**src/rtl/irqc_pkg.sv**
```systemverilog
package irqc_pkg;
  localparam int unsigned TRAP_SRCS  = 3;
  localparam int unsigned VEC_FAULT  = 0;
  localparam int unsigned VEC_PRIV   = 1;
  localparam int unsigned VEC_SWTRAP = 2;
  localparam logic        MODE_SUP   = 1'b0;
  localparam logic        MODE_USR   = 1'b1;
endpackage

```
**src/rtl/irqc_pend.sv**
```systemverilog
module irqc_pend #(
  parameter int unsigned NUM_SRC = 11,
  localparam int unsigned VEC_W  = $clog2(NUM_SRC)
) (
  input  logic               clk_i,
  input  logic               rst_ni,
  input  logic [NUM_SRC-1:0] set_i,
  input  logic               clr_en_i,
  input  logic [VEC_W-1:0]   clr_idx_i,
  output logic [NUM_SRC-1:0] pend_o
);
  logic [NUM_SRC-1:0] clr_mask;

  for (genvar v = 0; v < NUM_SRC; v++) begin : g_clr
    assign clr_mask[v] = clr_en_i && (clr_idx_i == VEC_W'(v));
  end

  always_ff @(posedge clk_i or negedge rst_ni) begin
    if (!rst_ni) pend_o <= '0;
    else         pend_o <= (pend_o & ~clr_mask) | set_i;
  end
endmodule

```
**src/rtl/irqc_pick.sv**
```systemverilog
module irqc_pick #(
  parameter int unsigned NUM_SRC  = 11,
  parameter int unsigned NUM_TRAP = 3,
  localparam int unsigned VEC_W   = $clog2(NUM_SRC),
  localparam int unsigned LVL_W   = $clog2(NUM_SRC + 1)
) (
  input  logic [NUM_SRC-1:0] pend_i,
  input  logic [LVL_W-1:0]   level_i,
  output logic               found_o,
  output logic [VEC_W-1:0]   vec_o
);
  logic [NUM_SRC-1:0] elig;

  for (genvar v = 0; v < NUM_SRC; v++) begin : g_elig
    if (v < NUM_TRAP) begin : g_trap
      assign elig[v] = pend_i[v];
    end else begin : g_dev
      assign elig[v] = pend_i[v] && (LVL_W'(v) < level_i);
    end
  end

  // lowest index wins
  always_comb begin
    found_o = 1'b0;
    vec_o   = '0;
    for (int v = NUM_SRC - 1; v >= 0; v--) begin
      if (elig[v]) begin
        found_o = 1'b1;
        vec_o   = VEC_W'(v);
      end
    end
  end
endmodule

```
**src/rtl/irqc_stack.sv**
```systemverilog
module irqc_stack #(
  parameter int unsigned DEPTH = 8,
  parameter int unsigned W     = 5,
  localparam int unsigned CNT_W = $clog2(DEPTH + 1),
  localparam int unsigned PTR_W = (DEPTH > 1) ? $clog2(DEPTH) : 1
) (
  input  logic             clk_i,
  input  logic             rst_ni,
  input  logic             push_i,
  input  logic             pop_i,
  input  logic [W-1:0]     din_i,
  output logic [W-1:0]     top_o,
  output logic             full_o,
  output logic             empty_o,
  output logic [CNT_W-1:0] depth_o
);
  logic [W-1:0]     mem_q [DEPTH];
  logic [CNT_W-1:0] cnt_q;
  logic [PTR_W-1:0] wr_ptr, top_ptr;

  assign wr_ptr  = PTR_W'(cnt_q);
  assign top_ptr = PTR_W'(cnt_q - CNT_W'(1));
  assign top_o   = mem_q[top_ptr];
  assign full_o  = (cnt_q == CNT_W'(DEPTH));
  assign empty_o = (cnt_q == '0);
  assign depth_o = cnt_q;

  for (genvar e = 0; e < DEPTH; e++) begin : g_ent
    always_ff @(posedge clk_i or negedge rst_ni) begin
      if (!rst_ni)                                        mem_q[e] <= '0;
      else if (push_i && !full_o && wr_ptr == PTR_W'(e)) mem_q[e] <= din_i;
    end
  end

  always_ff @(posedge clk_i or negedge rst_ni) begin
    if (!rst_ni)                  cnt_q <= '0;
    else if (push_i && !full_o)   cnt_q <= cnt_q + CNT_W'(1);
    else if (pop_i && !empty_o)   cnt_q <= cnt_q - CNT_W'(1);
  end
endmodule

```
**src/rtl/irqc_top.sv**
```systemverilog
module irqc_top
  import irqc_pkg::*;
#(
  parameter int unsigned NUM_LINES   = 8,
  parameter int unsigned STACK_DEPTH = 8,
  localparam int unsigned NUM_SRC    = TRAP_SRCS + NUM_LINES,
  localparam int unsigned VEC_W      = $clog2(NUM_SRC),
  localparam int unsigned LVL_W      = $clog2(NUM_SRC + 1),
  localparam int unsigned CNT_W      = $clog2(STACK_DEPTH + 1)
) (
  input  logic                 clk_i,
  input  logic                 rst_ni,
  input  logic [NUM_LINES-1:0] req_i,
  input  logic                 trap_i,
  input  logic                 fault_i,
  input  logic                 ack_i,
  input  logic                 ret_i,
  input  logic                 mode_wr_i,
  input  logic                 mode_wdata_i,
  output logic                 irq_o,
  output logic [VEC_W-1:0]     vector_o,
  output logic                 mode_o
);
  logic [NUM_SRC-1:0] pend_w, set_w;
  logic [LVL_W-1:0]   level_q;
  logic               mode_q;
  logic               found, ack_take, ret_take, mwr_take, priv_set;
  logic [LVL_W:0]     stk_top;
  logic               stk_full, stk_empty;
  logic [CNT_W-1:0]   stk_depth;

  assign ack_take = ack_i && irq_o;
  assign ret_take = ret_i && !ack_take && !stk_empty;
  assign mwr_take = mode_wr_i && !ack_take && !ret_take;
  assign priv_set = mwr_take && (mode_q == MODE_USR);
  assign set_w    = {req_i, trap_i, priv_set, fault_i};

  irqc_pend #(.NUM_SRC(NUM_SRC)) u_pend (
    .clk_i     (clk_i),
    .rst_ni    (rst_ni),
    .set_i     (set_w),
    .clr_en_i  (ack_take),
    .clr_idx_i (vector_o),
    .pend_o    (pend_w)
  );

  irqc_pick #(.NUM_SRC(NUM_SRC), .NUM_TRAP(TRAP_SRCS)) u_pick (
    .pend_i  (pend_w),
    .level_i (level_q),
    .found_o (found),
    .vec_o   (vector_o)
  );

  irqc_stack #(.DEPTH(STACK_DEPTH), .W(LVL_W + 1)) u_stack (
    .clk_i   (clk_i),
    .rst_ni  (rst_ni),
    .push_i  (ack_take),
    .pop_i   (ret_take),
    .din_i   ({level_q, mode_q}),
    .top_o   (stk_top),
    .full_o  (stk_full),
    .empty_o (stk_empty),
    .depth_o (stk_depth)
  );

  assign irq_o  = found && !stk_full;
  assign mode_o = mode_q;

  always_ff @(posedge clk_i or negedge rst_ni) begin
    if (!rst_ni) begin
      level_q <= LVL_W'(NUM_SRC);
      mode_q  <= MODE_SUP;
    end else if (ack_take) begin
      level_q <= LVL_W'(vector_o);
      mode_q  <= MODE_SUP;
    end else if (ret_take) begin
      {level_q, mode_q} <= stk_top;
    end else if (mwr_take && mode_q == MODE_SUP) begin
      mode_q <= mode_wdata_i;
    end
  end
endmodule

```
**config.mk**
```make
export PLATFORM = sky130hd
export DESIGN_NAME = irqc_top
export DESIGN_NICKNAME = d
export VERILOG_FILES = /design/src/rtl/irqc_pkg.sv /design/src/rtl/irqc_pend.sv /design/src/rtl/irqc_pick.sv /design/src/rtl/irqc_stack.sv /design/src/rtl/irqc_top.sv
export SDC_FILE = /design/constraint.sdc
export NUM_CORES = 1
export LEC_CHECK = 0
export BUFFER_PORTS_ARGS = -buffer_cell sky130_fd_sc_hd__buf_2
export CORE_UTILIZATION = 65
export CTS_CLUSTER_DIAMETER = 30
export DETAILED_ROUTE_END_ITERATION = 16
export GPL_TIMING_DRIVEN = 0
export PLACE_DENSITY = 0.85
export SYNTH_ARGS = -nofsm -noshare
export SYNTH_HDL_FRONTEND = slang
export SYNTH_HIERARCHICAL = 1
export SYNTH_SLANG_ARGS = --single-unit
```
**constraint.sdc**
```tcl
create_clock -name clk_i -period 4.2 [get_ports clk_i]
set_input_delay 0.42 -clock clk_i [delete_from_list [all_inputs] [get_ports clk_i]]
set_output_delay 0.42 -clock clk_i [all_outputs]
set_load 0.03 [all_outputs]
```
=== Yosys cells after proc, flatten, opt, wreduce, memory -nomap -nowiden ===
Index checks and enable logic that the tools add are counted.

* Multiplexer cells: 32
* Reduce and logical (&&, ||, !) cells: 47
* Bitwise logic cells: 5
* Add/subtract/negate cells: 2
* Magnitude comparators: 9
* Eq/ne operators: 18

{| class="wikitable"
|+ Operator list
! operator !! count
|-
| 4-bit two-way mux || 15
|-
| 1-bit logical AND || 37
|-
| 4-bit by 3-bit == test with 1-bit output, second input constant || 4
|-
| 4-bit == test, second input constant || 4
|-
| 3-bit by 4-bit less-than comparator with 1-bit output, first input constant || 4
|-
| 5-bit binary-select mux with 3-bit select || 1
|-
| 1-bit two-way mux || 14
|-
| 3-bit == test, second input constant || 4
|-
| 4-bit less-than comparator, first input constant || 3
|-
| 11-bit AND || 1
|-
| 11-bit NOT || 1
|-
| 11-bit bitwise OR || 1
|-
| 5-bit two-way mux || 2
|-
| 4-bit by 2-bit == test with 1-bit output, second input constant || 2
|-
| 4-bit zero test || 2
|-
| 3-bit by 2-bit == test with 1-bit output, second input constant || 2
|-
| 4-bit by 1-bit adder with 4-bit output, second input constant || 1
|-
| 4-bit by 1-bit == test with 1-bit output, second input constant || 1
|-
| 4-bit >= comparator, second input constant || 1
|-
| 1-bit zero test || 4
|-
| 2-bit by 4-bit less-than comparator with 1-bit output, first input constant || 1
|-
| 3-bit NOT with 4-bit output || 1
|-
| 2-bit nonzero test || 2
|-
| 4-bit by 1-bit subtractor with 4-bit output, second input constant || 1
|-
| other kinds (4) || 4
|}

* Output and inout port bits: 6
* Input port bits: 16
* Register bits after elaboration: 60
* Word-level logic and storage cells: 125

=== Depth between registers and ports, before layout ===
* Depth after elaboration: 24
* Mapped depth: 13
* Gate-level depth less buffers: 11

=== Modules after synthesis ===
Netlist, hierarchy kept.

{| class="wikitable"
|+ Modules (own cells, without submodules)
! module !! area an instance (µm²) !! instances !! cells an instance !! seq. area each (µm²)
|-
| irqc_stack || 2285.9 || 1 || 158 || 1101.1
|-
| irqc_pend || 511.7 || 1 || 49 || 275.3
|-
| irqc_top || 281.5 || 1 || 28 || 128.9
|-
| irqc_pick || 201.4 || 1 || 35 || 0.0
|}

=== Least setup slack after synthesis ===
Ideal clock, no wire load.

* Path kind: reg2reg
* Start: register u_stack.cnt_q[0], in the netlist u_stack/depth_o[0]
* End: register u_stack/mem_q[25] in the netlist's numbering
* Library setup time: 0.128 ns
* Arrival: 2.350 ns
* Slack: 1.722 ns
* Cell stages (with the launch flop): 13
* Buffers on the path: 3
* Period minus slack after synthesis: 2.478 ns
* Data required time: 4.072 ns
* Cell sequence: dfrtp_1 > buf_6 > buf_12 > inv_1 > ha_1 > nand3b_1 > inv_1 > nand3b_2 > inv_1 > buf_2 > and3_1 > nand2_1 > mux2_1

* Cells in the longest elaborated chain, start to end: 6
* Elaborated cells between the ends (all ways): 7
* Those cells by class: eq/ne: 2; reduce/logical: 5

{| class="wikitable"
|+ Ends and longest elaborated chain
! what !! line !! source
|-
| from (decl) || irqc_stack.sv:18 || <nowiki>logic [CNT_W-1:0] cnt_q;</nowiki>
|-
| from (signal assigned) || irqc_stack.sv:37 || <nowiki>else if (push_i && !full_o) cnt_q <= cnt_q + CNT_W'(1);</nowiki>
|-
| from (signal assigned) || irqc_stack.sv:38 || <nowiki>else if (pop_i && !empty_o) cnt_q <= cnt_q - CNT_W'(1);</nowiki>
|-
| 4-bit == test || irqc_stack.sv:24 || <nowiki>assign full_o = (cnt_q == CNT_W'(DEPTH));</nowiki>
|-
| net stk_full || irqc_top.sv:29 || <nowiki>logic stk_full, stk_empty;</nowiki>
|-
| 1-bit zero test || irqc_top.sv:66 || <nowiki>assign irq_o = found && !stk_full;</nowiki>
|-
| 1-bit logical AND || irqc_top.sv:66 ||
|-
| 1-bit logical AND || irqc_top.sv:32 || <nowiki>assign ack_take = ack_i && irq_o;</nowiki>
|-
| net ack_take || irqc_top.sv:27 || <nowiki>logic found, ack_take, ret_take, mwr_take, priv_set;</nowiki>
|-
| 1-bit logical AND (2 in series) || irqc_stack.sv:31 || <nowiki>else if (push_i && !full_o && wr_ptr == PTR_W'(e)) mem_q[e] <= din_i;</nowiki>
|-
| to (signal, indexed assignment) || irqc_stack.sv:31 ||
|-
| to (decl) || irqc_stack.sv:17 || <nowiki>logic [W-1:0] mem_q [DEPTH];</nowiki>
|}

The timed path passes the listed nets, and every way through them passes these cells.
A chain may end at the register's enable or synchronous reset.

=== Worst setup path in the final report ===
* Start: register u_stack.cnt_q[0], in the netlist u_stack/depth_o[0]
* End: register u_stack/mem_q[29] in the netlist's numbering

The elaborated chain is that of the path after synthesis.

==> metrics.yaml <==
status: "complete, no violations"
synth_area_per_cell_um2: 12.2
ys_ff_latch: 60
fin_crit_sh: 0.730
coreArea_um2: 4790
critPathLaunch: "u_stack/depth_o[0]$_DFFE_PN0P_"
seq_area_frac_synth: 0.459
synth-edff-count: 0
crit_top_cell: "inv_1"
pin_count: 22
r2r_cells: 12
fmax_ghz: 0.326
die_h_um: 73.0
rsz0062_at_grt: "no"
min_period_ns: 3.07
vias: 2268
row_count: 25
drv_slew: 0
max_slew.worst_pin.slew_ns: 0.737
power.density_nw_per_um2: 722
arrival_ns: 3.28
drt_iter0_drc: 125
clkSinkCount: 60
finalSetupTns_ns: 0
h-tree-depth: 3
grt_antenna_before_repair: 0
drc: 0
crit_path_end: "u_stack/mem_q[29]$_DFFE_PN0P_"
final.setup.worst_slack_ns: 1.13
gr-usage-all-layers: 0.287
r2r_start: "u_stack/depth_o[0]$_DFFE_PN0P_"
grt_pass1_vias: 2168
postLayoutCellArea_um2: 3660
setup_viol: 0
slew_headroom: 0.509
antenna_cells: 0
gr-total-overflow: 0
slowest_delay_ns: 0.40
wl_per_cell_um: 18.2
cts_root_buf: "clkbuf_8"
synth_cells: 270
start_util: 0.685
dr.pass1.iters: 5
ant_nets: 0
final_layout_size_suffix_gt1_frac: 0.268
r2r_slack_ns: 1.13
critPathLaunchType: "flip-flop"
cts_setup_buffers: 0
worstReg2RegEnd: "u_stack/mem_q[29]$_DFFE_PN0P_"
syn_area_um2: 3280
cts_buffers: 9
yosys_warnings: 6
grt_pass1_wl_um: 11000
gp_congestion: 0.872
worstSetupPathType: "flip-flop to flip-flop"
ys.flop_type: "dfrtp_1"
cts_tree: "done"
fin_skew_ns: 0.00387
clockBufferDepth: 2
synth_area_leader_cell: "dfrtp_1"
ys_types: 55
critPathRequiredTime_ns: 4.41
leakagePower_nw: 1.69
hpwl_um: 4480
die_w_um: 73.0
fin_nets: 326
routed_wl_um: 6790
dpl_cell_area_um2: 3470
dp_slack_ns: 1.19
clock_latency_ns: 0.33
dieArea_um2: 5340
area_growth_pct: 11.6
path_clk_slew_ns: 0.06
cp_max_fo: 10
cts_resized: 0
syn_nets: 294
slowest_stage: "dfrtp_1"
portBuffers: 21
peakVddDrop_mv: 0.340
hold_path.class: "input port to async pin"
netlist.area_leader.share: 0.435
crit_chain: "buf_6, buf_12, inv_1, ha_1, nand3b_1, inv_1, nand3b_2, inv_1, buf_2, and3_1, nand2_1, mux2_1"
via_per_inst: 6.08
final_util: 0.765
cp-end-kind: "flip-flop"
grt_start_max_net_pins: 61
hold_viol_final: 0
cts_hold_buf: 0
drv_cap: 0
async_flop_share: 1.00
synth.area.top_cells: "dfrtp_1 43%, mux2_1 11%, mux2_2 5.1%"
[final cells by class]
class | count | area (um2)
clock inverter | 1 | 5.00
timing repair buffer | 21 | 108
fill | 319 | 1130
clock buffer | 14 | 183
tap | 67 | 83.8
inverter | 10 | 37.5
buffer | 12 | 103
sequential | 60 | 1510
multi-input combinational | 188 | 1640
[where the power goes]
part	internal [mW]	total (mW)	switching, mW
sequential	0.808	1.01	0.198
clock	0.275	0.487	0.212
combinational	0.592	1.15	0.557
[routing by layer]
layer,routed length (um),track usage
met1,3090,0.385
met3,277,0.0663
met5,0,0
met4,70,0.120
met2,3350,0.453
[flip-flops by register name (all words and copies together) (netlist names)]
register and cells:
mode_o 1, level_q 4, u_stack/depth_o 4, u_pend/pend_o 11
u_stack/mem_q 40
[cells by family (layout without fill, tap and decap cells)]
group	after synthesis	count (layout)	share of synthesized area
flip-flops	60	60	0.459
multiplexers	61	61	0.249
buffers and inverters	22	58	0.0427
AND/OR/NAND/NOR	73	73	0.130
AO/OA/AOI/OAI	45	45	0.0866
XOR/XNOR	1	1	0.00267
adder cells (fa/ha/maj)	8	8	0.0305
[cell usage in the layout (no fill, tap or decap), drive strengths merged, types with 3 or more instances in the layout]
cell / netlist / routed
inv: 10 / 10
mux2: 46 / 46
mux4: 10 / 10
dfstp: 3 / 3
ha: 8 / 8
dfrtp: 57 / 57
nor3b: 7 / 7
mux2i: 5 / 5
nand2b: 4 / 4
a21oi: 22 / 22
nor2: 24 / 24
nand2: 14 / 14
nand3: 3 / 3
o22ai: 5 / 5
a31oi: 3 / 3
nor3: 4 / 4
o21ai: 5 / 5
clkbuf: 1 / 15
buf: 11 / 32
[cell usage after synthesis, drive strengths merged, types with 5 or more instances]
library cell	count
mux4	10
inv	10
nor3b	7
mux2i	5
mux2	46
buf	11
dfrtp	57
nor2	24
o21ai	5
a21oi	22
o22ai	5
nand2	14
ha	8
[through the flow]
stage	instances	hold slack [ns]	total power [mW]
5_1_grt	373	0.218	2.79
3_3_place_gp	358	0.463	2.09
2_1_floorplan	270	0.124	1.84
6_report	373	0.155	2.64
4_1_cts	373	0.328	2.64
3_5_place_dp	358	0.472	2.14
[worst min path at each step]
| stage | startpoint | to | depth (start not counted) |
|---|---|---|---|
| floorplan | rst_ni | level_q[2]$_DFFE_PN0P_ | 0 |
| global placement | u_stack/mem_q[21]$_DFFE_PN0P_ | u_stack/mem_q[21]$_DFFE_PN0P_ | 1 |
| detailed placement | u_stack/mem_q[21]$_DFFE_PN0P_ | u_stack/mem_q[21]$_DFFE_PN0P_ | 1 |
| CTS | trap_i | u_pend/pend_o[2]$_DFF_PN0_ | 3 |
| global route | rst_ni | u_stack/mem_q[30]$_DFFE_PN0P_ | 1 |
| finish | rst_ni | u_stack/mem_q[28]$_DFFE_PN0P_ | 1 |
[worst max-delay path: cells and delay by family, from the launching register on]
kind | cells | cell delay (ns)
multiplexers | 1 | 0.39
adder cells (fa/ha/maj) | 1 | 0.29
flip-flops | 1 | 0.40
AND/OR/NAND/NOR | 4 | 0.92
buffers and inverters | 6 | 0.96
Note: power is estimated with default switching activity, not from simulation.
